$ cat src/rtl/irq_pkg.sv
package irq_pkg;
  localparam int unsigned REG_NUM      = 0;
  localparam int unsigned REG_EOI      = 1;
  localparam int unsigned REG_EDGE     = 2;
  localparam int unsigned REG_CLR      = 3;
  localparam int unsigned REG_CUR      = 4;
  localparam int unsigned REG_LVL_BASE = 8;
endpackage

$ cat src/rtl/irq_src_latch.sv
module irq_src_latch #(
  parameter int unsigned N = 8
) (
  input  logic         clk_i,
  input  logic         rst_n_i,
  input  logic [N-1:0] pin_n_i,
  input  logic [N-1:0] edge_mode_i,
  input  logic [N-1:0] clr_i,
  output logic [N-1:0] pend_o
);
  logic [N-1:0] samp_q, samp_d;
  logic [N-1:0] latch_q, latch_d;

  always_comb begin
    samp_d  = ~pin_n_i;
    latch_d = (latch_q & ~clr_i) | (edge_mode_i & ~pin_n_i & ~samp_q);
  end

  always_ff @(posedge clk_i or negedge rst_n_i) begin
    if (!rst_n_i) begin
      samp_q  <= '0;
      latch_q <= '0;
    end else begin
      samp_q  <= samp_d;
      latch_q <= latch_d;
    end
  end

  for (genvar k = 0; k < N; k++) begin : g_sel
    assign pend_o[k] = edge_mode_i[k] ? latch_q[k] : samp_q[k];
  end
endmodule

$ cat src/rtl/irq_cfg_regs.sv
module irq_cfg_regs
  import irq_pkg::*;
#(
  parameter int unsigned NSRC   = 21,
  parameter int unsigned N_EXT  = 8,
  parameter int unsigned LVL_W  = 3,
  parameter int unsigned ADDR_W = 5,
  parameter int unsigned DATA_W = 8
) (
  input  logic                    clk_i,
  input  logic                    rst_n_i,
  input  logic                    wr_en_i,
  input  logic [ADDR_W-1:0]       addr_i,
  input  logic [DATA_W-1:0]       wdata_i,
  output logic [NSRC*LVL_W-1:0]   lvl_flat_o,
  output logic [N_EXT-1:0]        edge_mode_o,
  output logic [N_EXT-1:0]        clr_o,
  output logic                    eoi_o
);
  logic             edge_we;
  logic [N_EXT-1:0] edge_q, edge_d;

  assign edge_we = wr_en_i && (addr_i == ADDR_W'(REG_EDGE));
  assign clr_o   = (wr_en_i && (addr_i == ADDR_W'(REG_CLR))) ? wdata_i[N_EXT-1:0] : '0;
  assign eoi_o   = wr_en_i && (addr_i == ADDR_W'(REG_EOI));

  always_comb begin
    edge_d = edge_q;
    if (edge_we) edge_d = wdata_i[N_EXT-1:0];
  end

  always_ff @(posedge clk_i or negedge rst_n_i) begin
    if (!rst_n_i) edge_q <= '0;
    else          edge_q <= edge_d;
  end

  assign edge_mode_o = edge_q;

  for (genvar s = 0; s < NSRC; s++) begin : g_lvl
    logic             we;
    logic [LVL_W-1:0] lvl_q, lvl_d;
    assign we = wr_en_i && (addr_i == ADDR_W'(REG_LVL_BASE + s));
    always_comb begin
      lvl_d = lvl_q;
      if (we) lvl_d = wdata_i[LVL_W-1:0];
    end
    always_ff @(posedge clk_i or negedge rst_n_i) begin
      if (!rst_n_i) lvl_q <= '0;
      else          lvl_q <= lvl_d;
    end
    assign lvl_flat_o[s*LVL_W +: LVL_W] = lvl_q;
  end
endmodule

$ cat src/rtl/irq_arbiter.sv
module irq_arbiter #(
  parameter int unsigned N     = 21,
  parameter int unsigned LVL_W = 3,
  parameter int unsigned IDX_W = 5
) (
  input  logic [N-1:0]       pend_i,
  input  logic [N*LVL_W-1:0] lvl_flat_i,
  input  logic [LVL_W-1:0]   floor_i,
  output logic               valid_o,
  output logic [IDX_W-1:0]   idx_o,
  output logic [LVL_W-1:0]   lvl_o
);
  always_comb begin
    valid_o = 1'b0;
    idx_o   = '1;
    lvl_o   = floor_i;
    for (int i = 0; i < N; i++) begin
      // strict compare keeps the lowest index on a tie
      if (pend_i[i] && (lvl_flat_i[i*LVL_W +: LVL_W] > lvl_o)) begin
        valid_o = 1'b1;
        idx_o   = IDX_W'(i);
        lvl_o   = lvl_flat_i[i*LVL_W +: LVL_W];
      end
    end
  end
endmodule

$ cat src/rtl/irq_lvl_stack.sv
module irq_lvl_stack #(
  parameter int unsigned DEPTH = 7,
  parameter int unsigned W     = 3
) (
  input  logic         clk_i,
  input  logic         rst_n_i,
  input  logic         push_i,
  input  logic [W-1:0] push_val_i,
  input  logic         pop_i,
  output logic [W-1:0] top_o
);
  localparam int unsigned PTR_W = $clog2(DEPTH + 1);

  logic [PTR_W-1:0] sp_q, sp_d;
  logic [W-1:0]     mem_q [DEPTH];
  logic             do_push, do_pop;

  assign do_push = push_i && (sp_q != PTR_W'(DEPTH));
  assign do_pop  = !push_i && pop_i && (sp_q != '0);

  always_comb begin
    sp_d = sp_q;
    if (do_push)     sp_d = sp_q + 1'b1;
    else if (do_pop) sp_d = sp_q - 1'b1;
  end

  always_ff @(posedge clk_i or negedge rst_n_i) begin
    if (!rst_n_i) sp_q <= '0;
    else          sp_q <= sp_d;
  end

  for (genvar e = 0; e < DEPTH; e++) begin : g_ent
    always_ff @(posedge clk_i) begin
      if (do_push && (sp_q == PTR_W'(e))) mem_q[e] <= push_val_i;
    end
  end

  always_comb begin
    top_o = '0;
    for (int e = 0; e < DEPTH; e++) begin
      if (sp_q == PTR_W'(e + 1)) top_o = mem_q[e];
    end
  end
endmodule

$ cat src/rtl/prio_irq_ctrl.sv
module prio_irq_ctrl
  import irq_pkg::*;
#(
  parameter int unsigned N_EXT  = 8,
  parameter int unsigned N_PER  = 13,
  parameter int unsigned LVL_W  = 3,
  parameter int unsigned ADDR_W = 5,
  parameter int unsigned DATA_W = 8
) (
  input  logic              clk_i,
  input  logic              rst_n_i,
  input  logic              fiq_n_i,
  input  logic [N_EXT-1:0]  ext_irq_n_i,
  input  logic [N_PER-1:0]  per_irq_i,
  input  logic              rd_en_i,
  input  logic              wr_en_i,
  input  logic [ADDR_W-1:0] addr_i,
  input  logic [DATA_W-1:0] wdata_i,
  output logic [DATA_W-1:0] rdata_o,
  output logic              irq_o,
  output logic              fiq_o
);
  localparam int unsigned NSRC  = N_EXT + N_PER;
  localparam int unsigned IDX_W = $clog2(NSRC + 1);
  localparam int unsigned DEPTH = (1 << LVL_W) - 1;

  logic [1:0]            rst_sync_q;
  logic                  rst_n;
  logic [NSRC*LVL_W-1:0] lvl_flat;
  logic [N_EXT-1:0]      edge_mode, clr;
  logic                  eoi;
  logic [N_EXT-1:0]      ext_pend;
  logic [N_PER-1:0]      per_q;
  logic [NSRC-1:0]       pend;
  logic [LVL_W-1:0]      cur_lvl;
  logic                  best_vld;
  logic [IDX_W-1:0]      best_idx;
  logic [LVL_W-1:0]      best_lvl;
  logic                  ack;
  logic                  irq_q, fiq_q;
  logic [DATA_W-1:0]     rdata_q, rdata_d;

  always_ff @(posedge clk_i or negedge rst_n_i) begin
    if (!rst_n_i) rst_sync_q <= '0;
    else          rst_sync_q <= {rst_sync_q[0], 1'b1};
  end
  assign rst_n = rst_sync_q[1];

  irq_cfg_regs #(.NSRC(NSRC), .N_EXT(N_EXT), .LVL_W(LVL_W),
                 .ADDR_W(ADDR_W), .DATA_W(DATA_W)) u_cfg (
    .clk_i(clk_i), .rst_n_i(rst_n), .wr_en_i(wr_en_i), .addr_i(addr_i),
    .wdata_i(wdata_i), .lvl_flat_o(lvl_flat), .edge_mode_o(edge_mode),
    .clr_o(clr), .eoi_o(eoi)
  );

  irq_src_latch #(.N(N_EXT)) u_ext (
    .clk_i(clk_i), .rst_n_i(rst_n), .pin_n_i(ext_irq_n_i),
    .edge_mode_i(edge_mode), .clr_i(clr), .pend_o(ext_pend)
  );

  always_ff @(posedge clk_i or negedge rst_n) begin
    if (!rst_n) per_q <= '0;
    else        per_q <= per_irq_i;
  end

  assign pend = {per_q, ext_pend};

  irq_arbiter #(.N(NSRC), .LVL_W(LVL_W), .IDX_W(IDX_W)) u_arb (
    .pend_i(pend), .lvl_flat_i(lvl_flat), .floor_i(cur_lvl),
    .valid_o(best_vld), .idx_o(best_idx), .lvl_o(best_lvl)
  );

  assign ack = rd_en_i && (addr_i == ADDR_W'(REG_NUM));

  irq_lvl_stack #(.DEPTH(DEPTH), .W(LVL_W)) u_stk (
    .clk_i(clk_i), .rst_n_i(rst_n), .push_i(ack && best_vld),
    .push_val_i(best_lvl), .pop_i(eoi), .top_o(cur_lvl)
  );

  always_comb begin
    rdata_d = rdata_q;
    if (rd_en_i) begin
      rdata_d = '0;
      if (addr_i == ADDR_W'(REG_NUM)) begin
        rdata_d[DATA_W-1]  = best_vld;
        rdata_d[IDX_W-1:0] = best_idx;
      end else if (addr_i == ADDR_W'(REG_CUR)) begin
        rdata_d[LVL_W-1:0] = cur_lvl;
      end
    end
  end

  always_ff @(posedge clk_i or negedge rst_n) begin
    if (!rst_n) begin
      rdata_q <= '0;
      irq_q   <= 1'b0;
      fiq_q   <= 1'b0;
    end else begin
      rdata_q <= rdata_d;
      irq_q   <= best_vld;
      fiq_q   <= ~fiq_n_i;
    end
  end

  assign rdata_o = rdata_q;
  assign irq_o   = irq_q;
  assign fiq_o   = fiq_q;
endmodule

$ cat config.mk
export PLATFORM = sky130hd
export DESIGN_NAME = prio_irq_ctrl
export DESIGN_NICKNAME = d
export VERILOG_FILES = /design/src/rtl/irq_pkg.sv /design/src/rtl/irq_src_latch.sv /design/src/rtl/irq_cfg_regs.sv /design/src/rtl/irq_arbiter.sv /design/src/rtl/irq_lvl_stack.sv /design/src/rtl/prio_irq_ctrl.sv
export SDC_FILE = /design/constraint.sdc
export NUM_CORES = 1
export LEC_CHECK = 0
export BUFFER_PORTS_ARGS = -buffer_cell sky130_fd_sc_hd__buf_2
export CORE_ASPECT_RATIO = 1.5
export CORE_MARGIN = 1
export CORE_UTILIZATION = 40
export CTS_BUF_LIST = sky130_fd_sc_hd__clkbuf_2 sky130_fd_sc_hd__clkbuf_4 sky130_fd_sc_hd__clkbuf_8
export DETAILED_ROUTE_END_ITERATION = 16
export PLACE_DENSITY = 0.56
export SLEW_MARGIN = 30
export SYNTH_ARGS = -nofsm -noshare
export SYNTH_HDL_FRONTEND = slang
export SYNTH_HIERARCHICAL = 1
export SYNTH_SLANG_ARGS = --single-unit
$ cat constraint.sdc
create_clock -name clk_i -period 4.4 [get_ports clk_i]
set_input_delay 0 -clock clk_i [delete_from_list [all_inputs] [get_ports clk_i]]
set_output_delay 0 -clock clk_i [all_outputs]
set_load 0.01 [all_outputs]
Word-level counts from Yosys, hierarchy flattened
Memories as Yosys holds them, arrays and structs flattened.
Index checks and enable logic that the tools add are counted.
{"block": "word_totals", "output_inout_bits": 10, "mem_bits_rw": 21, "reg_bits": 113, "n_memories": 1}
{"memory": "u_stk.mem_q", "words": 7, "width": 3, "read_ports": 7, "rd_ports_with_merged_regs": 0, "wr": 1, "line": "irq_lvl_stack.sv:15", "source": "logic [W-1:0] mem_q [DEPTH];"}
{"block": "classes", "n_addsub": 2, "n_reduce_logical": 68, "n_mux": 117, "magnitude_cmp": 21, "n_eq_ne": 33, "bitwise_logic": 8}
{"operator": "2-to-1 mux 3 bit", "n": 44}
{"operator": "2-to-1 mux 5 bit", "n": 21}
{"operator": "equality test 5 bit (second input constant)", "n": 13}
{"operator": "> comparator 3 bit", "n": 21}
{"operator": "logical AND 1 bit", "n": 57}
{"operator": "2-to-1 mux 1 bit", "n": 50}
{"operator": "equality test 5 x 4 -> 1 bit (second input constant)", "n": 8}
{"operator": "AND 8 bit", "n": 3}
{"operator": "inverter 8 bit", "n": 3}
{"operator": "OR reduction 3 bit", "n": 6}
{"operator": "equality test 3 bit (second input constant)", "n": 4}
{"operator": "equality test 5 x 2 -> 1 bit (second input constant)", "n": 2}
{"operator": "2-to-1 mux 8 bit", "n": 1}
{"operator": "OR 8 bit", "n": 1}
{"operator": "equality test 3 x 2 -> 1 bit (second input constant)", "n": 2}
{"operator": "equality test 5 x 1 -> 1 bit (second input constant)", "n": 1}
{"operator": "equality test 5 x 3 -> 1 bit (second input constant)", "n": 1}
{"operator": "logical NOT 5 bit", "n": 1}
{"operator": "adder 3 x 1 -> 3 bit (second input constant)", "n": 1}
{"operator": "equality test 3 x 1 -> 1 bit (second input constant)", "n": 1}
{"operator": "logical NOT 3 bit", "n": 1}
{"operator": "inequality test 3 bit (second input constant)", "n": 1}
{"operator": "nonzero test 3 bit", "n": 1}
{"operator": "subtractor 3 x 1 -> 3 bit (second input constant)", "n": 1}
{"operator": "4 further kinds", "n": 4}

Logic depth before layout (Yosys ltp)
{"block": "depth", "depth_word": 83, "ltp_mapped": 163, "depth_no_buf": 161}

Modules after synthesis
Netlist, hierarchy kept.
{"mod": "irq_arbiter", "cells_per_inst": 518, "area_per_inst_um2": 3326.9, "n_inst": 1}
{"mod": "irq_cfg_regs", "cells_per_inst": 196, "area_per_inst_um2": 2904.0, "n_inst": 1}
{"mod": "irq_lvl_stack", "cells_per_inst": 98, "area_per_inst_um2": 1188.6, "n_inst": 1}
{"mod": "prio_irq_ctrl", "cells_per_inst": 50, "area_per_inst_um2": 787.0, "n_inst": 1}
{"mod": "irq_src_latch", "cells_per_inst": 56, "area_per_inst_um2": 710.7, "n_inst": 1}

Least setup slack after synthesis
Ideal clock, no wire load.
{"block": "synth_timing", "path_type": "flip-flop to flip-flop", "from": "reg u_stk.sp_q[2]", "to": "mem u_stk.mem_q[5][0] (enable)", "required_ps": 4096, "arrival_time_ps": 28640, "setup_time_ps": 304, "path_stages_with_launch": 158, "setup_slack_ps": -24543, "path_cell_list": "dfrtp_1 clkbuf_1 clkinv_1 ha_1 o311a_1 o31ai_1 inv_1 ha_1 or2_4 o2111ai_1 nand2_1 o21ai_0 ha_1 nor2_1 and2_1 o221ai_1 a21boi_0 mux2i_1 [... 122 more ...] inv_1 a21oi_1 a21oi_1 maj3_1 and2_1 clkbuf_1 nor2_1 a21oi_1 ha_1 nor2b_1 o21ai_0 nand2b_1 and3_1 or3_1 inv_1 nor4_1 nor2b_1 and3_1"}
{"block": "synth_between", "elab_chain_len": 83, "word_cells_on_any_way": 140, "cone_classes": "21 x order compare; 8 x eq/ne; 74 x mux; 37 x reduce/logical"}
{"item": "start, declared", "line": "irq_lvl_stack.sv:14", "source": "logic [PTR_W-1:0] sp_q, sp_d;"}
{"item": "start signal, assigned", "line": "irq_lvl_stack.sv:29", "source": "else sp_q <= sp_d;"}
{"item": "equality test 3 x 1 -> 1 bit", "line": "irq_lvl_stack.sv:41", "source": "if (sp_q == PTR_W'(e + 1)) top_o = mem_q[e];"}
{"item": "2-to-1 mux 3 bit (6 in series)", "line": "irq_lvl_stack.sv:41"}
{"item": "2-to-1 mux 3 bit *", "line": "irq_lvl_stack.sv:41"}
{"item": "net cur_lvl[2]", "line": "prio_irq_ctrl.sv:35", "source": "logic [LVL_W-1:0] cur_lvl;"}
{"item": "> comparator 3 bit", "line": "irq_arbiter.sv:19", "source": "if (pend_i[i] && (lvl_flat_i[i*LVL_W +: LVL_W] > lvl_o)) begin"}
{"item": "logical AND 1 bit", "line": "irq_arbiter.sv:19"}
{"item": "2-to-1 mux 3 bit", "line": "irq_arbiter.sv:19"}
{"item": "> comparator 3 bit", "line": "irq_arbiter.sv:19"}
{"item": "[... 59 more ...]"}
{"item": "net best_vld", "line": "prio_irq_ctrl.sv:36", "source": "logic best_vld;"}
{"item": "logical AND 1 bit *", "line": "prio_irq_ctrl.sv:76", "source": ".clk_i(clk_i), .rst_n_i(rst_n), .push_i(ack && best_vld),"}
{"item": "logical AND 1 bit *", "line": "irq_lvl_stack.sv:18", "source": "assign do_push = push_i && (sp_q != PTR_W'(DEPTH));"}
{"item": "logical AND 1 bit", "line": "irq_lvl_stack.sv:34", "source": "if (do_push && (sp_q == PTR_W'(e))) mem_q[e] <= push_val_i;"}
{"item": "2-to-1 mux 1 bit", "line": "irq_lvl_stack.sv:34"}
{"item": "2-to-1 mux 1 bit (not written as such)", "line": "irq_lvl_stack.sv:34"}
{"item": "OR reduction 3 bit (no line)"}
{"item": "2-to-1 mux 3 bit (no line) or 2-to-1 mux 1 bit (tied branches) (6 in series)"}
{"item": "end, declared", "line": "irq_lvl_stack.sv:15"}
The timed path passes the listed nets; every way through them passes the cells marked *.

Worst setup path in the final report
{"block": "layout_timing", "from": "reg u_stk.sp_q[0]", "to": "reg u_stk.sp_q[1]"}
{"block": "layout_between", "elab_chain_len": 76, "word_cells_on_any_way": 109, "cone_classes": "2 x add/sub; 21 x order compare; 8 x eq/ne; 50 x mux; 28 x reduce/logical"}
{"item": "equality test 3 x 1 -> 1 bit", "line": "irq_lvl_stack.sv:41"}
{"item": "2-to-1 mux 3 bit (6 in series)", "line": "irq_lvl_stack.sv:41"}
{"item": "2-to-1 mux 3 bit *", "line": "irq_lvl_stack.sv:41"}
{"item": "net cur_lvl[2]", "line": "prio_irq_ctrl.sv:35"}
{"item": "> comparator 3 bit", "line": "irq_arbiter.sv:19"}
{"item": "logical AND 1 bit", "line": "irq_arbiter.sv:19"}
{"item": "2-to-1 mux 3 bit", "line": "irq_arbiter.sv:19"}
{"item": "> comparator 3 bit", "line": "irq_arbiter.sv:19"}
{"item": "[... 56 more ...]"}
{"item": "> comparator 3 bit", "line": "irq_arbiter.sv:19"}
{"item": "logical AND 1 bit", "line": "irq_arbiter.sv:19"}
{"item": "2-to-1 mux 1 bit *", "line": "irq_arbiter.sv:19"}
{"item": "net best_vld", "line": "prio_irq_ctrl.sv:36"}
{"item": "logical AND 1 bit *", "line": "prio_irq_ctrl.sv:76"}
{"item": "logical NOT 1 bit", "line": "irq_lvl_stack.sv:19", "source": "assign do_pop = !push_i && pop_i && (sp_q != '0);"}
{"item": "logical AND 1 bit (2 in series)", "line": "irq_lvl_stack.sv:19"}
{"item": "nonzero test 2 bit (no line)"}
The timed path passes the listed nets; every way through them passes the cells marked *. The select of a mux whose other input is x is not followed.
A chain may end at the register's enable or synchronous reset.

==> impl_table.tex <==
\begin{tabular}{lr}
\hline
Metric & Value \\
\hline
\multicolumn{2}{l}{\textbf{GRT}} \\
\quad Number of global-route vias before repair & approximately 9,000 \\
\quad Largest net degree at the start of global routing & 60 \\
\quad Overall Global Routing Usage & $\sim$25\% \\
\quad Wire length of the first global-routing pass & 43,700 µm \\
\quad Antenna violations before repair & 0 \\
\quad Remaining Overflow, GRT & 0 \\
\multicolumn{2}{l}{\textbf{Routing}} \\
\quad Average wire per standard cell & 16.5 µm \\
\quad Number of nets still failing antenna checks after routing & 0 \\
\quad Number of detailed-routing iterations run before antenna repair & 5 \\
\quad WL final & between 20,000 and 30,000 µm \\
\quad Via density per instance & between 5 and 6 \\
\quad Via count & slightly below 9,000 \\
\quad Number of remaining DRC errors & 0 \\
\quad DRT iter0 DRCs & about 330 \\
\multicolumn{2}{l}{\textbf{Status}} \\
\quad Outcome & complete, but fails checks \\
\quad Violations in the final reports & setup timing \\
\multicolumn{2}{l}{\textbf{Placement}} \\
\quad Port Buffer Count & between 40 and 50 \\
\quad Gpl congestion & 0.892 \\
\quad HPWL after DPL & 19,900 µm \\
\quad Pre-CTS WS & -22,920 ps \\
\multicolumn{2}{l}{\textbf{STA}} \\
\quad Unrepaired setup endpoints after global routing & yes \\
\quad Crit path time final & 27,050 ps \\
\quad Actual transition at the worst max-transition pin & 785 ps \\
\quad Clock skew & about 14 ps \\
\quad Final Max Tran Viols & 0 \\
\quad Fmax & roughly 0.037 GHz \\
\quad Slew HR & between 40\% and 50\% \\
\quad Share of the clock period used by the worst path & 615\% \\
\quad \# setup viols final & 52 \\
\quad Worst Slack Setup Final & -22,650 ps \\
\quad Worst hold slack after final layout & approximately 94 ps \\
\quad Final hold violation count & 0 \\
\multicolumn{2}{l}{\textbf{Critical path}} \\
\quad Depth of the most critical reg-to-reg path & 161 \\
\quad Startpoint of the lowest-slack register-to-register path & u\_stk/sp\_q[0] \\
\quad Slowest cell on the critical path & dfrtp\_1 \\
\quad Critical path's most frequent cell & ha\_4 \\
\quad Worst stage delay on the critical path & 420 ps \\
\quad CP Data Arrival Time & approximately 27,000 ps \\
\quad Worst setup path category & register to register \\
\quad Endpoint class of the critical path & register \\
\quad Setup slack on the worst flop-to-flop path & -22,650 ps \\
\quad WP buf/inv & 15 \\
\quad Reg2reg end & u\_stk/sp\_q[1] \\
\quad Startpoint Class & register \\
\quad Required time of the critical path & about 4800 ps \\
\quad Cell class contributing the biggest share of worst-path delay & compound AO/OA/AOI/OAI gates \\
\quad Largest fanout on the critical path & 6 \\
\multicolumn{2}{l}{\textbf{Logic synthesis}} \\
\quad Avg Cell Area, Syn & 9.71 µm² \\
\quad Number of instances in the synthesized netlist & roughly 900 \\
\quad Share of synthesized registers carrying an async set or reset & $\sim$84\% \\
\quad Most instantiated flip-flop cell in the synthesis netlist & dfrtp\_1 \\
\quad Register bit total from synthesis & 134 \\
\quad Share of the yosys chip area belonging to registers & between 30\% and 40\% \\
\quad Post-Syn Area & a little under 0.009 mm² \\
\quad Synth Warn \# & 6 \\
\quad Number of distinct standard cells referenced by the synthesized netlist & 98 \\
\quad Post-synth EDFFs & 21 \\
\multicolumn{2}{l}{\textbf{Worst hold path}} \\
\quad Min-Delay Path Depth & 3 \\
\quad Class of the tightest hold or removal check & input pin to register \\
\quad Critical hold path startpoint & addr\_i[1] \\
\quad Capture endpoint of the worst hold path & u\_cfg/g\_lvl[5].lvl\_q[1] \\
\multicolumn{2}{l}{\textbf{Floorplanning}} \\
\quad Horizontal extent of the die & 124 µm \\
\quad Core region area & between 0.02 and 0.025 mm² \\
\quad Overall die area & 0.0229 mm² \\
\quad Row cnt & 66 \\
\quad Number of primary I/O pins & 49 \\
\quad Vertical die dimension & 185 µm \\
\quad Initial core utilization & 40.9\% \\
\multicolumn{2}{l}{\textbf{CTS}} \\
\quad Clock transition at the register clock pins on the worst setup and hold paths after CTS & around 100 ps \\
\quad H-Tree Level Count & 4 \\
\quad Worst-case clock buffer depth & 2 \\
\quad Clock root buffer & clkbuf\_8 \\
\quad Clock sink count & between 100 and 150 \\
\quad Worst skew pair latency & 470 ps \\
\quad Total clock buffers created by CTS & 17 \\
\quad CTS tree & built \\
\multicolumn{2}{l}{\textbf{Finish}} \\
\quad Diode insertion count for antenna repair & 0 \\
\quad Commonest non-fill, non-tap cells in the layout & 372 x buf\_4, 111 x dfrtp\_1, 79 x mux2\_2 \\
\quad Fraction of final layout cells with drive strength greater than 1 & a little over half \\
\quad Final-stage net count & 1,444 \\
\quad Synth-to-layout area growth & 55.9\% \\
\quad Commonest non-fill, non-tap cell in the layout & buf\_4 \\
\multicolumn{2}{l}{\textbf{Flow run}} \\
\quad Max-Cap Viols & 0 \\
\hline
\end{tabular}
cells by family after synthesis:
group	Yosys count	share of synthesized area (%)
AOI/OAI and AO/OA	234	21.0
xor gates and xnor gates	2	0.196
adders and majority gates	38	5.19
buffers and inverters	101	4.70
DFF	134	38.8
muxes	91	11.5
other	2	0.0842
and+or+nand+nor	316	18.5
sequential cells by signal (all words and copies together) (netlist names):
register,cells
u_cfg/g_lvl.lvl_q,63
u_cfg/edge_mode_o,8
fiq_o,1
u_stk/mem_q,21
u_ext/samp_q,8
per_q,13
u_stk/sp_q,3
irq_o,1
rdata_o,6
u_ext/latch_q,8
rst_sync_q,2
tightest hold or removal path: stages:
cell and delay (ps):
buf_2 210, nor3_2 110, mux2_2 220
per-stage QoR:
stage	instances	setup TNS (ps)	instance area, µm²	util, %
floorplan	919	-1145610	9320	-
global placement	1506	-1145370	12000	54.8
detailed placement	1506	-1177060	12000	54.8
CTS	1631	-1134110	13400	61.6
global route	1657	-1240170	13900	63.8
finish	1657	-1167870	13900	63.8
repair_timing:
| action | in CTS | in global routing |
|---|---|---|
| endpoints found under the setup margin | 52 | 52 |
| pin swaps | 69 | 89 |
| setup buffers | 61 | 26 |
| hold endpoints to repair | 43 | 0 |
| hold buffers | 32 | 0 |
| resized for setup | 70 | 51 |
Yosys cell counts (6+ instances only):
master      n  area [µm²]
a211oi_1    7        52.6
a21boi_0    6        45.0
a21o_1     10        75.1
a21oi_1    29         145
a221oi_1    7        61.3
a22oi_1     7        52.6
a31oi_1    14        87.6
a41oi_1     6        52.6
and2_1     20         125
and3_1     18         113
clkbuf_1   13        48.8
dfrtp_1   113        2830
edfxtp_1   21         631
ha_1       33         413
inv_1      79         297
mux2_2     84         946
mux2i_1     6        60.1
nand2_1    81         304
nand2b_1   11        68.8
nand3_1    27         135
nor2_1     72         270
nor2b_1    11        68.8
nor3_1     19        95.1
nor4_1      7        43.8
o211ai_1   10        75.1
o21a_1      8        60.1
o21ai_0    32         160
o21ai_1     6        30.0
o31ai_1     7        52.6
o32ai_2     8         130
or2_2       7        43.8
or3_1       8        50.1
layer usage:
| layer | wire length (µm) | part of all wire (%) | global-route usage [%] |
|---|---|---|---|
| met3 | 670 | 2.4 | 4.13 |
| met4 | 1030 | 3.8 | 12.0 |
| met2 | 15200 | 55 | 47.5 |
| met5 | 0 | 0 | 0 |
| met1 | 10600 | 39 | 25.8 |
area by class of cell:
| class | count | area (µm²) |
|---|---|---|
| inverters | 80 | 309 |
| clock inverters | 15 | 156 |
| repair buffers | 455 | 3410 |
| clock buffers | 17 | 234 |
| flip-flops and latches | 134 | 3460 |
| multi-input cells | 684 | 5990 |
| fillers | 1825 | 7900 |
| well taps | 272 | 340 |
worst max-delay path by stage:
stage / from / to / cells after the start / slack (ps)
after floorplan: u_stk/sp_q[1] / u_stk/mem_q[0][0] / 159 / -22330
after detailed placement: u_stk/sp_q[0] / u_stk/mem_q[0][1] / 157 / -22920
after global routing: u_stk/sp_q[0] / u_stk/mem_q[0][1] / 160 / -24050
after global placement: u_stk/sp_q[0] / u_stk/mem_q[0][1] / 156 / -22330
after CTS: u_stk/sp_q[1] / u_stk/mem_q[0][1] / 158 / -22000
final: u_stk/sp_q[0] / u_stk/sp_q[1] / 161 / -22650
Power is not shown: default switching activity piles up to over one toggle a cycle in this logic, so the estimate is an artifact.
